==> src/rtl/lsu_pkg.sv <==
package lsu_pkg;

    localparam logic [5:0] OPC_REG   = 6'h00;
    localparam logic [5:0] OPC_LDW   = 6'h23;
    localparam logic [5:0] OPC_STW   = 6'h2B;
    localparam logic [5:0] OPC_LDBU  = 6'h24;
    localparam logic [5:0] OPC_LDBS  = 6'h20;
    localparam logic [5:0] OPC_STB   = 6'h28;
    localparam logic [5:0] OPC_UPPER = 6'h0F;
    localparam logic [5:0] FN_LESS   = 6'h2A;

    typedef enum logic [1:0] {
        SRC_MEM,
        SRC_ALU,
        SRC_LESS,
        SRC_UPPER
    } wb_src_e;

    typedef struct packed {
        logic    is_load;
        logic    is_store;
        logic    word_sz;
        logic    sign_ext;
        logic    wb_req;
        logic    dest_rd;
        wb_src_e src;
    } ctrl_t;

endpackage

==> src/rtl/lsu_decode.sv <==
module lsu_decode
    import lsu_pkg::*;
(
    input  logic [5:0] opcode,
    input  logic [5:0] funct,
    output ctrl_t      ctrl
);

    always_comb begin
        ctrl = '0;
        ctrl.src = SRC_ALU;
        unique case (opcode)
            OPC_LDW: begin
                ctrl.is_load = 1'b1;
                ctrl.word_sz = 1'b1;
                ctrl.wb_req  = 1'b1;
                ctrl.src     = SRC_MEM;
            end
            OPC_LDBU: begin
                ctrl.is_load = 1'b1;
                ctrl.wb_req  = 1'b1;
                ctrl.src     = SRC_MEM;
            end
            OPC_LDBS: begin
                ctrl.is_load  = 1'b1;
                ctrl.sign_ext = 1'b1;
                ctrl.wb_req   = 1'b1;
                ctrl.src      = SRC_MEM;
            end
            OPC_STW: begin
                ctrl.is_store = 1'b1;
                ctrl.word_sz  = 1'b1;
            end
            OPC_STB: begin
                ctrl.is_store = 1'b1;
            end
            OPC_UPPER: begin
                ctrl.wb_req = 1'b1;
                ctrl.src    = SRC_UPPER;
            end
            OPC_REG: begin
                ctrl.wb_req  = 1'b1;
                ctrl.dest_rd = 1'b1;
                ctrl.src     = (funct == FN_LESS) ? SRC_LESS : SRC_ALU;
            end
            default: ctrl = '{default: '0, src: SRC_ALU};
        endcase
    end

endmodule

==> src/rtl/lsu_agen.sv <==
module lsu_agen #(
    parameter int XLEN  = 32,
    parameter int OFF_W = 16
) (
    input  logic [XLEN-1:0]  base,
    input  logic [OFF_W-1:0] offset,
    input  logic             word_access,
    output logic [XLEN-1:0]  addr,
    output logic             misalign
);

    localparam int LANES = XLEN / 8;
    localparam int SEL_W = $clog2(LANES);

    logic [XLEN-1:0] off_ext;

    always_comb begin
        off_ext  = {{(XLEN-OFF_W){offset[OFF_W-1]}}, offset};
        addr     = base + off_ext;
        misalign = word_access && (addr[SEL_W-1:0] != '0);
    end

endmodule

==> src/rtl/lsu_load_align.sv <==
module lsu_load_align #(
    parameter int XLEN = 32
) (
    input  logic [XLEN-1:0]              rdata,
    input  logic [$clog2(XLEN/8)-1:0]    lane_sel,
    input  logic                         sign_ext,
    output logic [XLEN-1:0]              byte_val
);

    localparam int LANES = XLEN / 8;

    logic [7:0] lane [LANES];
    logic [7:0] picked;

    for (genvar g = 0; g < LANES; g++) begin : g_lane
        assign lane[g] = rdata[8*g +: 8];
    end

    always_comb begin
        picked   = lane[lane_sel];
        byte_val = {{(XLEN-8){sign_ext & picked[7]}}, picked};
    end

endmodule

==> src/rtl/lsu_mem_wb.sv <==
module lsu_mem_wb
    import lsu_pkg::*;
#(
    parameter int XLEN  = 32,
    parameter int OFF_W = 16,
    parameter int REG_W = 5
) (
    input  logic             clk,
    input  logic             rst_n,
    input  logic [31:0]      instr,
    input  logic [XLEN-1:0]  rs_val,
    input  logic [XLEN-1:0]  rt_val,
    input  logic [XLEN-1:0]  alu_res,
    input  logic             alu_neg,
    input  logic [XLEN-1:0]  mem_rdata,
    output logic [REG_W-1:0] rf_rs_sel,
    output logic [REG_W-1:0] rf_rt_sel,
    output logic [XLEN-1:0]  mem_addr,
    output logic [XLEN-1:0]  mem_wdata,
    output logic             mem_word_we,
    output logic             mem_byte_we,
    output logic             mem_read,
    output logic             misalign,
    output logic             wb_en,
    output logic [REG_W-1:0] wb_num,
    output logic [XLEN-1:0]  wb_data
);

    localparam int SEL_W = $clog2(XLEN / 8);

    typedef struct packed {
        logic             en;
        logic [REG_W-1:0] num;
        logic [XLEN-1:0]  data;
    } wb_t;

    ctrl_t            ctrl;
    logic [XLEN-1:0]  byte_val;
    logic [REG_W-1:0] dest;
    wb_t              wb_d, wb_q;

    lsu_decode u_decode (
        .opcode (instr[31:26]),
        .funct  (instr[5:0]),
        .ctrl   (ctrl)
    );

    lsu_agen #(.XLEN(XLEN), .OFF_W(OFF_W)) u_agen (
        .base        (rs_val),
        .offset      (instr[OFF_W-1:0]),
        .word_access (ctrl.word_sz & (ctrl.is_load | ctrl.is_store)),
        .addr        (mem_addr),
        .misalign    (misalign)
    );

    lsu_load_align #(.XLEN(XLEN)) u_align (
        .rdata    (mem_rdata),
        .lane_sel (mem_addr[SEL_W-1:0]),
        .sign_ext (ctrl.sign_ext),
        .byte_val (byte_val)
    );

    always_comb begin
        rf_rs_sel   = instr[25:21];
        rf_rt_sel   = instr[20:16];
        mem_wdata   = rt_val;
        mem_read    = ctrl.is_load;
        mem_word_we = ctrl.is_store & ctrl.word_sz & ~misalign;
        mem_byte_we = ctrl.is_store & ~ctrl.word_sz;
        dest        = ctrl.dest_rd ? instr[15:11] : instr[20:16];

        wb_d.num = dest;
        wb_d.en  = ctrl.wb_req & ~misalign & (dest != '0);
        unique case (ctrl.src)
            SRC_MEM:   wb_d.data = ctrl.word_sz ? mem_rdata : byte_val;
            SRC_LESS:  wb_d.data = {{(XLEN-1){1'b0}}, alu_neg};
            SRC_UPPER: wb_d.data = {instr[15:0], {(XLEN-16){1'b0}}};
            default:   wb_d.data = alu_res;
        endcase
    end

    always_ff @(posedge clk) begin
        if (!rst_n) wb_q <= '0;
        else        wb_q <= wb_d;
    end

    assign wb_en   = wb_q.en;
    assign wb_num  = wb_q.num;
    assign wb_data = wb_q.data;

    a_r2_single_strobe: assert property (@(posedge clk) disable iff (!rst_n)
        $onehot0({mem_word_we, mem_byte_we}));

    a_r3_read_excludes_write: assert property (@(posedge clk) disable iff (!rst_n)
        mem_read |-> !(mem_word_we || mem_byte_we));

    a_r9_fault_blocks_store: assert property (@(posedge clk) disable iff (!rst_n)
        misalign |-> !mem_word_we);

    a_r9_word_write_aligned: assert property (@(posedge clk) disable iff (!rst_n)
        mem_word_we |-> (mem_addr[SEL_W-1:0] == '0));

    a_r9_fault_blocks_wb: assert property (@(posedge clk) disable iff (!rst_n)
        misalign |=> !wb_en);

    a_r8_no_zero_dest: assert property (@(posedge clk) disable iff (!rst_n)
        wb_en |-> (wb_num != '0));

    a_r7_store_no_wb: assert property (@(posedge clk) disable iff (!rst_n)
        (mem_word_we || mem_byte_we) |=> !wb_en);

endmodule

==> config.mk <==
export PLATFORM = sky130hd
export DESIGN_NAME = lsu_mem_wb
export DESIGN_NICKNAME = d
export VERILOG_FILES = /design/src/rtl/lsu_pkg.sv /design/src/rtl/lsu_decode.sv /design/src/rtl/lsu_agen.sv /design/src/rtl/lsu_load_align.sv /design/src/rtl/lsu_mem_wb.sv
export SDC_FILE = /design/constraint.sdc
export NUM_CORES = 1
export LEC_CHECK = 0
export CORE_AREA = 3 3 107 109
export CTS_BUF_LIST = sky130_fd_sc_hd__clkbuf_4 sky130_fd_sc_hd__clkbuf_8 sky130_fd_sc_hd__clkbuf_16
export CTS_CLUSTER_DIAMETER = 50
export DETAILED_ROUTE_END_ITERATION = 16
export DIE_AREA = 0 0 110 112
export DONT_BUFFER_PORTS = 1
export MAX_ROUTING_LAYER = met4
export PLACE_DENSITY = 0.57
export SYNTH_ARGS = -nofsm -noshare
export SYNTH_HDL_FRONTEND = slang
export SYNTH_SLANG_ARGS = --single-unit
==> constraint.sdc <==
create_clock -name clk -period 4.6 [get_ports clk]
set_input_delay 0.92 -clock clk [delete_from_list [all_inputs] [get_ports clk]]
set_output_delay 0.92 -clock clk [all_outputs]
set_load 0.005 [all_outputs]
==> metrics.md, run 1 <==
| Metric | Value |
|---|---|
| Run status | `completed` |
| Final Critical Period | `approximately 4000 ps` |
| Fin nets | `slightly below 700` |
| Critical path class | `primary input to output pin` |
| Final worst-path cycle share | `roughly 85%` |
| Max Freq | `approximately 0.25 GHz` |
| DR iter-0 viols | `about 300` |
| Fin Setup TNS | `0 ps` |
| Die Span X | `110 um` |
| Detailed Place HPWL | `about 12000 um` |
| Antenna Nets Post-Route | `0` |
| Die Span Y | `112 um` |
| Number of max-cap violations | `0` |
| Total congestion overflow | `0` |
| # IOs | `279` |
| First-pass GRT wire length | `21220 um` |
| CTS clock-pin slew for the worst setup and hold paths | `80 ps` |
| Synth Register Bits | `38` |
| Vias in the first global route | `roughly 4000` |
| Leakage | `between 0.0015 and 0.002 uW` |
| CP cell instances | `ha_1, inv_1, fa_1, nor2b_1, o2111ai_1, a21oi_1, o21ai_0, and3_1, nor3_1` |
| GPL Wtd Cong | `approximately 0.91` |
| # hold bufs at CTS | `0` |
| Clk sinks | `38` |
| Commonest cells in the synthesized netlist | `nand2_1 (55), o21ai_0 (51), buf_4 (44), dfxtp_1 (38), a21oi_1 (35)` |
| Antenna violations before repair | `0` |
| Setup-failing EPs final | `0` |
| Power per cell area | `242.5 mW/mm2` |
| DR vias | `4054` |
| Setup slack after layout | `between 600 and 700 ps` |
| Worst slew pin tran | `roughly 870 ps` |
| RSZ-0062 raised after global routing | `no` |
| CTS H-Tree Depth | `2` |
| Largest area contributor in the netlist | `dfxtp_1` |
| Top area cells in the synthesized netlist | `dfxtp_1 (18%), ha_1 (9.1%), buf_4 (7.8%)` |
| Ant. Diodes | `0` |
| Seq/Total Area, Yosys | `17.86%` |
| Cell Count, Final, Fillers Out | `638` |
| Drt drc | `0` |
| Initial core utilization | `roughly two fifths` |
| Maximum vdd drop | `approximately 0.00014 V` |
| Mean Syn Cell Area | `~7.6 um2` |
| Count leader, synth | `nand2_1` |
| Post-Synthesis Cells | `561` |
| Placed Cells incl. Taps | `about 630` |
| Slew HR | `between 40% and 50%` |
| CTS tree | `built` |
| Post-DR vias/cell | `around 6.4` |
| PnR Total Power | `around 990 uW` |
| IO buf count | `0` |
| Largest net degree at the start of global routing | `39` |
| Unique masters post-synth | `69` |
| Register area | `around 760 um2` |
| Final Slew Violations | `0` |
| Slowest cell delay on critical path | `around 400 ps` |
| Worst setup SP type | `primary input` |
| Post-synth EDFFs | `0` |
| Row count | `38` |
| CTS max path bufs | `2` |
| Syn nets | `about 760` |
| 1st-pass router iterations | `5` |
| Worst Hold Class | `primary input to flip-flop` |
| Mapped Area | `between 0.004 and 0.005 mm2` |
| CP required | `approximately 3700 ps` |
| Setup Buffers After CTS | `0` |
| Final hold viol count | `0` |
| Synth-to-layout area growth | `-4.318%` |
| Tot GR Track Use | `approximately 23%` |
| Critical path endpoint category | `output pin` |
| CTS Buf Count | `5` |
| Main synth FF type | `dfxtp_1` |
| Post_cts resized | `0` |
| Multi-input gate area | `slightly below 0.003 mm2` |
| Async set-or-reset flop fraction in the synthesized netlist | `0%` |
| Die area | `0.01232 mm2` |
| Top-area cell type share of the netlist area | `17.86%` |
| Share of layout cells above drive strength 1 | `between 6 and 7%` |
| Final wirelength | `~14000 um` |
| Yosys warnings | `0` |
| CP max-delay cell | `fa_1` |
| Arr. time, crit path | `3010 ps` |
| Root Driver | `clkbuf_8` |
| Crit Path Max Fanout | `4` |
| Core ar. | `roughly 0.011 mm2` |
| Fin util | `between 30% and 40%` |
| WL/cell | `about 22 um` |
| Setup WS pre-CTS | `703.3 ps` |
| Filler instances | `approximately 1100` |
worst max-delay path: cells and delay by family:
kind	cells	cell delay, ps
AOI/OAI and AO/OA	3	700
adders and majority gates	2	580
buffers and inverters	1	70
and+or+nand+nor	3	740
per-layer routing:
layer	wire length [um]	GRT usage, %
met3	1516	6.493
met4	648	11.47
met2	7162	39.81
met1	4950	22.26
met5	0	-
sequential cells by signal, summed over array words and instances, names as in the netlist:
register / count
wb_num: 5
wb_data: 32
wb_en: 1
power by group:
group          total [uW]  internal, uW  switching [uW]
Clock                 218           102             116
Combinational         409           162             248
Sequential            360           350            10.9
final timing paths:
kind / endpoint / slack, ps / depth (start not counted) / from
worst max-delay path: mem_addr[26] / 670 / 9 / instr[0]
worst min-delay path: wb_data[15]$_SDFF_PN0_ / 760 / 2 / alu_res[15]
layout make-up:
class / instances / area share, %
timing repair buffer: 6 / 1.105
inverter: 11 / 1.013
tap: 140 / 4.298
clock buffer: 5 / 1.689
multi-input combinational: 436 / 72.98
clock inverter: 2 / 0.2456
sequential: 38 / 18.67
cells by family (layout without fill, tap and decap cells):
kind of cell | count (synthesis) | after routing | share of synthesized area [%]
buf+inv | 87 | 24 | 12.43
flops | 38 | 38 | 17.86
xor+xnor | 25 | 25 | 5.141
simple gates | 161 | 161 | 18.83
mux | 17 | 17 | 4.289
fa+ha+maj | 32 | 32 | 9.577
compound gates | 201 | 201 | 31.87
placed cells by master, fill, tap and decap left out, types with 10 or more instances in the layout:
master,synthesis,routed
xnor2_1,12,12
xor2_1,13,13
a22oi_1,16,16
dfxtp_1,38,38
o21ai_0,51,51
nand3_1,14,14
a21boi_0,25,25
nor2_1,29,29
ha_1,31,31
nand2_1,55,55
mux2i_1,16,16
nor2b_1,10,10
inv_1,11,11
a21oi_1,35,35
through the flow:
| step | area, um2 | hold slack [ps] |
|---|---|---|
| final | 4075 | 756.2 |
| after global routing | 4075 | 734.1 |
| after CTS | 4075 | 739.6 |
| after detailed placement | 3996 | 1056 |
| after global placement | 3996 | 1054 |
| after floorplan | 4259 | 1054 |
Power figures use the tool's default switching activity.
==> inputs of run 2 (changes only) <==
--- a/config.mk
+++ b/config.mk
@@ -5,14 +5,16 @@
 export SDC_FILE = /design/constraint.sdc
 export NUM_CORES = 1
 export LEC_CHECK = 0
-export CORE_AREA = 3 3 107 109
+export CORE_AREA = 3 3 106 108
 export CTS_BUF_LIST = sky130_fd_sc_hd__clkbuf_4 sky130_fd_sc_hd__clkbuf_8 sky130_fd_sc_hd__clkbuf_16
 export CTS_CLUSTER_DIAMETER = 50
+export CTS_CLUSTER_SIZE = 10
 export DETAILED_ROUTE_END_ITERATION = 16
-export DIE_AREA = 0 0 110 112
+export DIE_AREA = 0 0 109 111
 export DONT_BUFFER_PORTS = 1
 export MAX_ROUTING_LAYER = met4
-export PLACE_DENSITY = 0.57
+export PLACE_DENSITY = 0.62
 export SYNTH_ARGS = -nofsm -noshare
 export SYNTH_HDL_FRONTEND = slang
+export SYNTH_HIERARCHICAL = 1
 export SYNTH_SLANG_ARGS = --single-unit
==> run 2 against run 1 <==
Compared with the run above: non-clock buffer count is 2 lower; first-iteration DRC count is 33% lower; highest routed layer unchanged; via count is 11% lower; worst hold slack better by 5.0 ps; die area is 1.8% lower; sequential power hardly changed; synthesized area is 10% higher; critical path type unchanged; flip-flop and latch count stayed put; clock power is 34% higher; worst setup slack worse by 100 ps; synthesized cell count is 6.8% lower; global-route usage is 0.075 points lower.
==> metrics.md, run 2 <==
| Metric | Value |
|---|---|
| Detailed Place HPWL | `11610 um (-1.5%)` |
| Total congestion overflow | `0 (unchanged)` |
| Leakage | `0.001908 uW (+13%)` |
| Final Slew Violations | `0 (unchanged)` |
| Largest area contributor in the netlist | `dfxtp_1` |
| Final hold viol count | `0 (unchanged)` |
| CTS tree | `built` |
| 1st-pass router iterations | `4 (-1)` |
| Core ar. | `0.01032 mm2 (-3.5%)` |
| Worst slew pin tran | `748.8 ps (-125.1 ps)` |
| Max Freq | `0.2479 GHz (-2.6%)` |
| Syn nets | `718 (-5.0%)` |
| Slowest cell delay on critical path | `420 ps (+20 ps)` |
| Synth Register Bits | `38 (unchanged)` |
| Arr. time, crit path | `3110 ps (+100 ps)` |
| Final worst-path cycle share | `87.69% (+2.3 points)` |
| Vias in the first global route | `3647 (-9.9%)` |
| Top area cells in the synthesized netlist | `dfxtp_1 (16%), buf_4 (11%), mux2_2 (9.8%)` |
| Count leader, synth | `buf_4` |
| Mean Syn Cell Area | `8.981 um2 (+18%)` |
| Final wirelength | `14000 um (-2.0%)` |
| Maximum vdd drop | `0.00009841 V (-32%)` |
| Setup slack after layout | `566.2 ps (-103.8 ps)` |
| Final Critical Period | `4034 ps (+103.8 ps)` |
| Worst Hold Class | `primary input to flip-flop` |
| DR iter-0 viols | `203 (-33%)` |
| Antenna violations before repair | `1 (+1)` |
| CP required | `3680 ps (about the same)` |
| RSZ-0062 raised after global routing | `no` |
| Mapped Area | `0.004697 mm2 (+10%)` |
| CTS Buf Count | `5 (unchanged)` |
| CP max-delay cell | `fa_1` |
| CP startpoint | `instr[0]` |
| # hold bufs at CTS | `0 (unchanged)` |
| Max reg flops | `32 (unchanged)` |
| WL/cell | `24.05 um (+7.5%)` |
| Drt drc | `0 (unchanged)` |
| Most frequent cells in the layout | `mux2_2 (41), dfxtp_1 (38), ha_1 (31), nor2_1 (29), a21oi_1 (28)` |
| Yosys warnings | `6 (+6)` |
| Die Span Y | `111 um (-0.89%)` |
| IO buf count | `0 (unchanged)` |
| Fin util | `42.50% (+4.4 points)` |
| Commonest cells in the synthesized netlist | `buf_4 (66), mux2_2 (41), dfxtp_1 (38), ha_1 (31), nor2_1 (29)` |
| CP Capture Point | `mem_addr[26]` |
| Power per cell area | `237.5 mW/mm2 (-2.0%)` |
| Run status | `completed` |
| Critical path endpoint category | `output pin` |
| Share of layout cells above drive strength 1 | `19.10% (+13 points)` |
| Crit Path Max Fanout | `4 (unchanged)` |
| Die area | `0.01210 mm2 (-1.8%)` |
| Post-synth EDFFs | `0 (unchanged)` |
| Die Span X | `109 um (-0.91%)` |
| Async set-or-reset flop fraction in the synthesized netlist | `0% (unchanged)` |
| Post-Synthesis Cells | `523 (-6.8%)` |
| Clk sinks | `38 (unchanged)` |
| Fin nets | `639 (-7.8%)` |
| Critical path class | `primary input to output pin` |
| Slew HR | `49.78% (+8.0 points)` |
| CTS clock-pin slew for the worst setup and hold paths | `80 ps (about the same)` |
| Top-area cell type share of the netlist area | `16.20% (-1.7 points)` |
| Synth-to-layout area growth | `-6.580%` |
| Filler instances | `1016 (-10%)` |
| Setup Buffers After CTS | `0 (unchanged)` |
| CTS max path bufs | `2 (unchanged)` |
| CTS H-Tree Depth | `2 (unchanged)` |
| Fin Setup TNS | `0 ps (unchanged)` |
| Largest net degree at the start of global routing | `35 (-10%)` |
| Worst setup SP type | `primary input` |
| First-pass GRT wire length | `20740 um (-2.3%)` |
| GPL Wtd Cong | `0.9067 (+0.15%)` |
| Commonest non-fill, non-tap cell in the layout | `mux2_2` |
| Seq/Total Area, Yosys | `16.20% (-1.7 points)` |
| Root Driver | `clkbuf_8` |
| DR vias | `3612 (-11%)` |
| Post_cts resized | `0 (unchanged)` |
| Initial core utilization | `45.50% (+5.7 points)` |
| CP cell instances | `ha_1, fa_1, a21o_1, a31o_2, nand2_1, o221ai_1, a311o_1, a21oi_2, xnor2_1` |
| Setup WS pre-CTS | `578.3 ps (-124.9 ps)` |
| Main synth FF type | `dfxtp_1` |
| Number of max-cap violations | `0 (unchanged)` |
| Post-DR vias/cell | `6.206 (-2.3%)` |
| Setup-failing EPs final | `0 (unchanged)` |
| Tot GR Track Use | `22.57% (-0.075 points)` |
| Row count | `37 (-2.6%)` |
| Antenna Nets Post-Route | `0 (unchanged)` |
| # IOs | `279 (unchanged)` |
| Unique masters post-synth | `76 (+10%)` |
| Hold Path Stages | `1 (-1)` |
## run 2: routing by layer
metal / global-route usage, % / up-vias / wire [um]
met5: - / - / 0
met4: 6.734 / 0 / 365
met3: 6.115 / 30 / 1306
met2: 38.70 / 202 / 6934
met1: 25.31 / 1658 / 5391
li1: - / 1722 / -
## run 2: critical path, delay by kind of cell
kind | cells | cell delay, ps
AO/OA/AOI/OAI | 5 | 1330
adder cells (fa/ha/maj) | 2 | 630
XOR/XNOR | 1 | 160
AND/OR/NAND/NOR | 1 | 70
## run 2: cell type report
cell class | instances | area, um2 | share of cell area, %
antenna | 1 | 2.502 | 0.05703
clock buffer | 7 | 83.83 | 1.910
clock inverter | 1 | 30.03 | 0.6843
inverter | 5 | 18.77 | 0.4277
multi-input combinational | 390 | 3292 | 75.02
sequential | 38 | 760.7 | 17.34
tap | 136 | 170.2 | 3.878
timing repair buffer | 4 | 30.03 | 0.6843
## run 2: worst min path at each step
stage | to | slack [ps] | from
after floorplan | wb_data[19]$_SDFF_PN0_ | 1050 | rst_n
after global placement | wb_data[0]$_SDFF_PN0_ | 1050 | rst_n
after detailed placement | wb_data[0]$_SDFF_PN0_ | 1050 | rst_n
after CTS | wb_data[20]$_SDFF_PN0_ | 750 | rst_n
after global routing | wb_num[4]$_SDFF_PN0_ | 750 | rst_n
final | wb_data[20]$_SDFF_PN0_ | 760 | rst_n
## run 2: cells by family (layout without fill, tap and decap cells)
family	after synthesis	in the layout	synth area share [%]
adder cells (fa/ha/maj)	32	32	8.684
AO/OA/AOI/OAI	122	122	18.99
multiplexers	78	78	21.04
AND/OR/NAND/NOR	130	130	15.56
buffers and inverters	95	17	14.31
XOR/XNOR	28	28	5.221
flip-flops	38	38	16.20
other	0	1	0
## run 2: power by group
group | total [uW] | internal (uW) | switching (uW) | leakage (uW)
Clock | 293 | 174 | 119 | 0.0000593
Sequential | 361 | 349 | 12.6 | 0.000316
Combinational | 388 | 175 | 212 | 0.00153
Total | 1040 | 698 | 344 | 0.00191
## run 2: metrics by stage
stage          hold WS [ps]  std cells  total power (uW)  instance area, um2
2_1_floorplan          1048        523             719.5                4697
3_3_place_gp           1047        573             749.3                4272
3_5_place_dp           1051        573             755.9                4272
4_1_cts               750.2        581              1052                4385
5_1_grt               748.7        582              1110                4388
6_report              761.3        582              1042                4388
